==> config.mk <==
export PLATFORM = sky130hd
export DESIGN_NAME = ota_ctrl
export DESIGN_NICKNAME = d
export VERILOG_FILES = /design/src/rtl/ota_pkg.sv /design/src/rtl/ota_regs.sv /design/src/rtl/ota_sched.sv /design/src/rtl/ota_alarm.sv /design/src/rtl/ota_ctrl.sv
export SDC_FILE = /design/constraint.sdc
export NUM_CORES = 1
export LEC_CHECK = 0
export BUFFER_PORTS_ARGS = -buffer_cell sky130_fd_sc_hd__buf_2
export CAP_MARGIN = 20
export CORE_UTILIZATION = 40
export CTS_CLUSTER_DIAMETER = 120
export DETAILED_ROUTE_END_ITERATION = 6
export PLACE_DENSITY = 0.7
export SYNTH_ARGS = -nofsm -noshare
export SYNTH_HDL_FRONTEND = slang
export SYNTH_SLANG_ARGS = --single-unit
==> constraint.sdc <==
create_clock -name clk -period 3.7 [get_ports clk]
set_clock_uncertainty 0.2 [all_clocks]
set_input_delay 0.555 -clock clk [delete_from_list [all_inputs] [get_ports clk]]
set_output_delay 0.555 -clock clk [all_outputs]
set_load 0.005 [all_outputs]
==> src/rtl/ota_pkg.sv <==
package ota_pkg;
  localparam logic [1:0] ADDR_CTL = 2'd0;
  localparam logic [1:0] ADDR_HOT = 2'd1;
  localparam logic [1:0] ADDR_HYS = 2'd2;
  localparam int         RUN_W    = 3;

  // fault-run length for a queue code: 1, 2, 4, 6
  function automatic logic [RUN_W-1:0] run_need(input logic [1:0] code);
    run_need = (code == 2'd0) ? RUN_W'(1) : RUN_W'({code, 1'b0});
  endfunction
endpackage

==> src/rtl/ota_regs.sv <==
module ota_regs
  import ota_pkg::*;
#(
  parameter int          TW      = 16,
  parameter int          PAD     = 4,
  parameter logic [TW-1:0] HOT_RST = 16'h5000,
  parameter logic [TW-1:0] HYS_RST = 16'h4B00
) (
  input  logic          clk,
  input  logic          rst_n,
  input  logic          wr_en,
  input  logic [1:0]    addr,
  input  logic [TW-1:0] wdata,
  output logic [TW-1:0] rdata,
  output logic          ctl_wr,
  output logic          sd,
  output logic          intr,
  output logic          pol,
  output logic [1:0]    fq,
  output logic          oneshot,
  output logic          smb,
  output logic [TW-1:0] lim_hot,
  output logic [TW-1:0] lim_hys
);
  localparam logic [TW-1:0] LIM_MASK = {{(TW-PAD){1'b1}}, {PAD{1'b0}}};
  localparam logic [7:0]    CTL_MASK = 8'hBF;

  logic [7:0]    ctl_q;
  logic [TW-1:0] hot_q, hys_q;
  logic [TW-1:0] wmix;

  assign wmix = wdata;

  always_ff @(posedge clk or negedge rst_n) begin
    if (!rst_n) begin
      ctl_q <= '0;
      hot_q <= HOT_RST;
      hys_q <= HYS_RST;
    end else if (wr_en) begin
      unique case (addr)
        ADDR_CTL: ctl_q <= wmix[7:0] & CTL_MASK;
        ADDR_HOT: hot_q <= wmix & LIM_MASK;
        ADDR_HYS: hys_q <= wmix & LIM_MASK;
        default:  ;
      endcase
    end
  end

  always_comb begin
    unique case (addr)
      ADDR_CTL: rdata = {{(TW-8){1'b0}}, ctl_q};
      ADDR_HOT: rdata = hot_q;
      ADDR_HYS: rdata = hys_q;
      default:  rdata = '0;
    endcase
  end

  assign ctl_wr  = wr_en && (addr == ADDR_CTL);
  assign sd      = ctl_q[0];
  assign intr    = ctl_q[1];
  assign pol     = ctl_q[2];
  assign fq      = ctl_q[4:3];
  assign oneshot = ctl_q[5];
  assign smb     = ctl_q[7];
  assign lim_hot = hot_q;
  assign lim_hys = hys_q;

  a_r2_lim_pad: assert property (@(posedge clk) disable iff (!rst_n)
    (wr_en && addr == ADDR_HOT) |=> (hot_q == ($past(wdata) & LIM_MASK)));
  a_r2_rsvd_zero: assert property (@(posedge clk) disable iff (!rst_n)
    (wr_en && addr == ADDR_CTL) |=> (ctl_q[6] == 1'b0));
endmodule

==> src/rtl/ota_sched.sv <==
module ota_sched #(
  parameter int         PERIOD_CYC = 25_000_000,
  parameter logic [7:0] TRIG       = 8'h04,
  localparam int        CW         = (PERIOD_CYC > 2) ? $clog2(PERIOD_CYC) : 2
) (
  input  logic       clk,
  input  logic       rst_n,
  input  logic       sd,
  input  logic       oneshot,
  input  logic       ptr_wr,
  input  logic [7:0] ptr_data,
  output logic       req
);
  localparam logic [CW-1:0] LAST = CW'(PERIOD_CYC - 1);

  logic [CW-1:0] cnt_q;
  logic          req_q;
  logic          trig;

  assign trig = ptr_wr && (ptr_data == TRIG) && !req_q;

  always_ff @(posedge clk or negedge rst_n) begin
    if (!rst_n) begin
      cnt_q <= '0;
      req_q <= 1'b0;
    end else begin
      req_q <= 1'b0;
      if (sd) begin
        cnt_q <= '0;
      end else if (oneshot) begin
        cnt_q <= '0;
        if (trig) req_q <= 1'b1;
      end else if (cnt_q == LAST) begin
        cnt_q <= '0;
        req_q <= 1'b1;
      end else begin
        cnt_q <= cnt_q + 1'b1;
      end
    end
  end

  assign req = req_q;

  a_r9_quiet_in_shutdown: assert property (@(posedge clk) disable iff (!rst_n)
    sd |=> !req_q);
  a_r8_single_pulse: assert property (@(posedge clk) disable iff (!rst_n)
    req_q |=> !req_q);
  a_r10_needs_trigger: assert property (@(posedge clk) disable iff (!rst_n)
    (oneshot && !sd && !(ptr_wr && ptr_data == TRIG)) |=> !req_q);
endmodule

==> src/rtl/ota_alarm.sv <==
module ota_alarm
  import ota_pkg::*;
#(
  parameter int TW = 16
) (
  input  logic          clk,
  input  logic          rst_n,
  input  logic          clr,
  input  logic          intr,
  input  logic [1:0]    fq,
  input  logic          res_valid,
  input  logic [TW-1:0] res_data,
  input  logic [TW-1:0] lim_hot,
  input  logic [TW-1:0] lim_hys,
  input  logic          rd_ack,
  output logic          alarm
);
  logic [RUN_W-1:0] run_q, run_nx;
  logic             cmp_q, lat_q, arm_q;
  logic             hot, cold, hit;

  assign hot    = $signed(res_data) >= $signed(lim_hot);
  assign cold   = $signed(res_data) <  $signed(lim_hys);
  assign run_nx = !hot ? '0 : ((&run_q) ? run_q : run_q + 1'b1);
  assign hit    = res_valid && hot && (run_nx >= run_need(fq));

  always_ff @(posedge clk or negedge rst_n) begin
    if (!rst_n) begin
      run_q <= '0;
      cmp_q <= 1'b0;
      lat_q <= 1'b0;
      arm_q <= 1'b1;
    end else if (clr) begin
      run_q <= '0;
      cmp_q <= 1'b0;
      lat_q <= 1'b0;
      arm_q <= 1'b1;
    end else begin
      if (res_valid) run_q <= run_nx;
      // comparator path
      if (hit)                    cmp_q <= 1'b1;
      else if (res_valid && cold) cmp_q <= 1'b0;
      // interrupt path
      if (intr) begin
        if (arm_q && hit) begin
          lat_q <= 1'b1;
          arm_q <= 1'b0;
        end else begin
          if (rd_ack) lat_q <= 1'b0;
          if (!arm_q && !lat_q && res_valid && cold) arm_q <= 1'b1;
        end
      end
    end
  end

  assign alarm = intr ? lat_q : cmp_q;

  a_r3_run_restart: assert property (@(posedge clk) disable iff (!rst_n)
    (res_valid && !hot) |=> (run_q == '0));
  a_r4_cmp_hold: assert property (@(posedge clk) disable iff (!rst_n)
    (cmp_q && !clr && !(res_valid && cold)) |=> cmp_q);
  a_r5_latch_hold: assert property (@(posedge clk) disable iff (!rst_n)
    (intr && lat_q && !rd_ack && !clr) |=> lat_q);
  a_r11_clear: assert property (@(posedge clk) disable iff (!rst_n)
    clr |=> (!lat_q && !cmp_q && arm_q));
endmodule

==> src/rtl/ota_ctrl.sv <==
module ota_ctrl #(
  parameter int          TW         = 16,
  parameter int          PAD        = 4,
  parameter int          PERIOD_CYC = 25_000_000,
  parameter logic [TW-1:0] HOT_RST  = 16'h5000,
  parameter logic [TW-1:0] HYS_RST  = 16'h4B00
) (
  input  logic          clk,
  input  logic          rst_n,
  input  logic          reg_wr_en,
  input  logic [1:0]    reg_addr,
  input  logic [TW-1:0] reg_wdata,
  output logic [TW-1:0] reg_rdata,
  input  logic          ptr_wr_en,
  input  logic [7:0]    ptr_wdata,
  input  logic          res_valid,
  input  logic [TW-1:0] res_data,
  input  logic          rd_ack,
  output logic          conv_req,
  output logic          alert_o
);
  logic          ctl_wr, sd, intr, pol, oneshot, smb;
  logic [1:0]    fq;
  logic [TW-1:0] lim_hot, lim_hys;
  logic          alarm, act_low;

  ota_regs #(.TW(TW), .PAD(PAD), .HOT_RST(HOT_RST), .HYS_RST(HYS_RST)) regs_i (
    .clk(clk), .rst_n(rst_n), .wr_en(reg_wr_en), .addr(reg_addr),
    .wdata(reg_wdata), .rdata(reg_rdata), .ctl_wr(ctl_wr), .sd(sd),
    .intr(intr), .pol(pol), .fq(fq), .oneshot(oneshot), .smb(smb),
    .lim_hot(lim_hot), .lim_hys(lim_hys)
  );

  ota_sched #(.PERIOD_CYC(PERIOD_CYC)) sched_i (
    .clk(clk), .rst_n(rst_n), .sd(sd), .oneshot(oneshot),
    .ptr_wr(ptr_wr_en), .ptr_data(ptr_wdata), .req(conv_req)
  );

  ota_alarm #(.TW(TW)) alarm_i (
    .clk(clk), .rst_n(rst_n), .clr(ctl_wr), .intr(intr), .fq(fq),
    .res_valid(res_valid), .res_data(res_data), .lim_hot(lim_hot),
    .lim_hys(lim_hys), .rd_ack(rd_ack), .alarm(alarm)
  );

  // bus-alert signalling in interrupt mode is always active low
  assign act_low = (intr && smb) ? 1'b1 : !pol;
  assign alert_o = alarm ^ act_low;

  a_r6_idle_level: assert property (@(posedge clk) disable iff (!rst_n)
    (!alarm && !intr) |-> (alert_o == !pol));
  a_r7_smb_low: assert property (@(posedge clk) disable iff (!rst_n)
    (intr && smb) |-> (alert_o == !alarm));
endmodule

==> flow_metrics.py <==
metrics = {
    "outcome": {
        "outcome": "complete, no violations",
    },
    "synthesis": {
        "async_reset_ff_share_pct": 100,
        "synth_top_cell_area_share_pct": 38.6,
        "avgSynthCellArea_um2": 9.92,
        "synth-seq-cells": 63,
        "synth_area_leaders": "dfrtp_1 39%, ha_1 9.6%, mux2_2 9.3%",
        "ys_seq_area_share_pct": 43.6,
        "synthCells": 366,
        "yosys_warnings": 0,
        "syn_nets": 442,
        "ys.flop_type": "dfrtp_1",
        "yosysTopAreaCell": "dfrtp_1",
        "synth_area_um2": 3630,
        "synth-edff-count": 0,
        "yosysUniqueCellTypes": 45,
    },
    "power_and_ir_drop": {
        "power.leakage_nw": 2.07,
        "seq_power_share_pct": 42.3,
        "vdd_ir_drop_max_mv": 0.207,
        "power_frac_clock_pct": 33.9,
        "power_density_nw_per_um2": 476,
        "power_frac_comb_pct": 23.8,
        "switching_share_pct": 28.9,
        "switching_power_mw": 0.595,
        "internal_power_mw": 1.46,
    },
    "worst_setup_path": {
        "cpPeakStageDelay_ns": 0.54,
        "path_delay_family": "compound AO/OA/AOI/OAI gates",
        "crit_buf_inv": 1,
        "cp_data_required_time_ns": 3.77,
        "crit_chain": "inv_1, ha_1, nand4_2, o221ai_2, a21oi_2, mux2i_1, a21oi_1, ha_1, a21o_2, a21oi_1, or4_4, o32a_1",
        "endpoint_kind": "flip-flop",
        "worst-setup-path-type": "reg2reg",
        "cp-start-kind": "flip-flop",
        "worstPathArrival_ns": 3.16,
        "crit_path_max_fanout": 3,
        "cp_slowest_cell": "dfstp_2",
    },
    "global_routing": {
        "grt_pass1_vias": 2917,
        "grtUsageMet3_pct": 4.39,
        "gr-max-usage-layer": "met2",
        "grt_max_degree": 50,
        "overflow": 0,
        "grt_usage_pct": 18.0,
        "grt_pass1_wl_um": 13500,
        "met1_usage_pct": 22.7,
        "grt_util_met2_pct": 30.7,
        "antenna_found_initial": 0,
    },
    "timing": {
        "rsz0062_at_grt": "no",
        "holdWs_ns": 0.231,
        "tightestPinTransition_ns": 0.772,
        "setup_violations": 0,
        "hold_violations": 0,
        "timing.final.ws_setup_ns": 0.612,
        "max_freq_mhz": 324,
        "fin_setup_tns_ns": 0,
        "min_period_ns": 3.09,
        "slew_viol_final": 0,
        "period_share_pct": 83.5,
        "slew_headroom_pct": 48.4,
    },
    "drt": {
        "dr.pass1.iters": 4,
        "vias": 2932,
        "drt-wirelength-per-cell_um": 14.3,
        "ant_nets": 0,
        "drt-vias-per-instance": 5.31,
        "drc": 0,
        "drtIter0Drc": 145,
        "wirelength_um": 7910,
    },
    "clocking": {
        "clk_latency_ns": 0.35,
        "cts_buffer_depth": 2,
        "numCtsBuffers": 9,
        "clock-sinks": 63,
        "clk_pin_slew_ns": 0.07,
        "cts_root_buf": "clkbuf_8",
        "cts_tree": "done",
        "post_cts_buffers": 0,
        "cts_max_level": 3,
    },
    "finish": {
        "drive_gt1_share_pct": 29.7,
        "n_antenna_cell": 0,
        "fill_cells": 842,
        "fin_nets": 516,
        "area_growth_pct": 19.2,
    },
    "floorplan": {
        "io_pins": 66,
        "die_h_um": 97.3,
        "initial_core_util_pct": 41.4,
        "core_area_um2": 8760,
        "die_w_um": 97.3,
        "die_area_um2": 9470,
        "rows": 34,
    },
    "placed_design": {
        "dp_hpwl_um": 5990,
        "preCtsSetupSlack_ns": 0.376,
        "place.gp.congestion": 0.839,
        "port-buffer-count": 65,
    },
    "min_path": {
        "hold_class": "in2reg",
    },
    "run": {
        "drv_cap": 0,
    },
}
==> cell usage in the layout, fill, tap and decap left out, types with 7 or more instances in the layout <==
cell,synthesis,routed
inv_1,29,29
nand2_1,36,36
a22o_1,9,9
nand3_1,15,15
dfstp_2,7,7
nor2_1,38,38
o21ai_0,13,13
mux2_2,30,30
dfrtp_1,56,56
clkbuf_8,0,12
buf_2,4,65
a21oi_1,15,15
xor2_1,17,17
ha_1,28,28
==> synth_stat cells (7+ instances only) <==
| cell type | count |
|---|---|
| a21oi_1 | 15 |
| a22o_1 | 9 |
| dfrtp_1 | 56 |
| dfstp_2 | 7 |
| ha_1 | 28 |
| inv_1 | 29 |
| mux2_2 | 30 |
| nand2_1 | 36 |
| nand3_1 | 15 |
| nor2_1 | 38 |
| o21ai_0 | 13 |
| xor2_1 | 17 |
==> cell families after synthesis <==
| logic type | count (synthesis) | synth area share [%] |
|---|---|---|
| fa+ha+maj | 28 | 9.65 |
| xor+xnor | 22 | 5.30 |
| mux | 34 | 10.4 |
| compound gates | 55 | 10.1 |
| buf+inv | 37 | 4.17 |
| simple gates | 127 | 16.7 |
| flops | 63 | 43.6 |
==> metal layers <==
layer / vias to the layer above / wire length [um]
met1: 1428 / 3430
met3: 8 / 431
li1: 1420 / -
met4: 0 / 75
met2: 76 / 3970
met5: - / 0
==> sequential cells by signal, indices dropped and copies added (netlist names) <==
register and flops:
alarm_i.arm_q 1, alarm_i.lat_q 1, regs_i.lim_hot 12, sched_i.cnt_q 25, sched_i.req 1, regs_i.ctl_q 7
alarm_i.cmp_q 1, alarm_i.run_q 3, regs_i.lim_hys 12
==> final cells by class <==
cell class	count	area [um2]	area share, %
multi-input combinational	266	1900	43.8
sequential	63	1590	36.6
timing repair buffer	71	373	8.62
clock buffer	12	165	3.82
tap	108	135	3.12
inverter	29	109	2.52
clock inverter	3	65.1	1.50
==> power groups by stage <==
stage	registers (mW)	logic, mW	clock network (mW)
6_report	0.871	0.491	0.698
5_1_grt	0.888	0.561	0.740
4_1_cts	0.871	0.497	0.711
3_5_place_dp	0.884	0.490	0
3_3_place_gp	0.880	0.476	0
2_1_floorplan	0.860	0.348	0
==> worst register-to-register path, stage by stage (launching register included) <==
cell and delay (ns):
dfstp_2 0.54, inv_1 0.04, ha_1 0.30, nand4_2 0.14
o221ai_2 0.12, a21oi_2 0.17, mux2i_1 0.34, a21oi_1 0.09
ha_1 0.29, a21o_2 0.11, a21oi_1 0.06, or4_4 0.43
o32a_1 0.19
==> metrics by stage <==
| stage | cells | power, mW | cell area, um2 | utilization [%] |
|---|---|---|---|---|
| 6_report | 552 | 2.06 | 4330 | 49.4 |
| 5_1_grt | 552 | 2.19 | 4330 | 49.4 |
| 4_1_cts | 552 | 2.08 | 4330 | 49.4 |
| 3_5_place_dp | 536 | 1.37 | 4090 | 46.6 |
| 3_3_place_gp | 536 | 1.36 | 4090 | 46.6 |
| 2_1_floorplan | 366 | 1.21 | 3630 | - |
==> path summary, 6_finish.rpt <==
path,slack (ns),endpoint,depth (start not counted),from
setup / recovery,0.61,alarm_i.arm_q$_DFFE_PN1P_,12,regs_i.lim_hot[14]$_DFFE_PN1P_
hold reg to reg,0.31,sched_i.cnt_q[0]$_DFF_PN0_,1,sched_i.cnt_q[0]$_DFF_PN0_
hold / removal,0.23,regs_i.ctl_q[3]$_DFFE_PN0P_,3,reg_wdata[3]
max in group asynchronous,1.91,sched_i.cnt_q[20]$_DFF_PN0_,3,rst_n
min in group asynchronous,0.44,regs_i.lim_hot[7]$_DFFE_PN0P_,2,rst_n
setup reg to reg,0.61,alarm_i.arm_q$_DFFE_PN1P_,12,regs_i.lim_hot[14]$_DFFE_PN1P_
==> repair_timing <==
action	4_1_cts	5_1_grt
resized for setup	0	0
hold buffers	1	0
hold endpoints to repair	11	0
No activity file was read; power rests on OpenSTA's default activity.
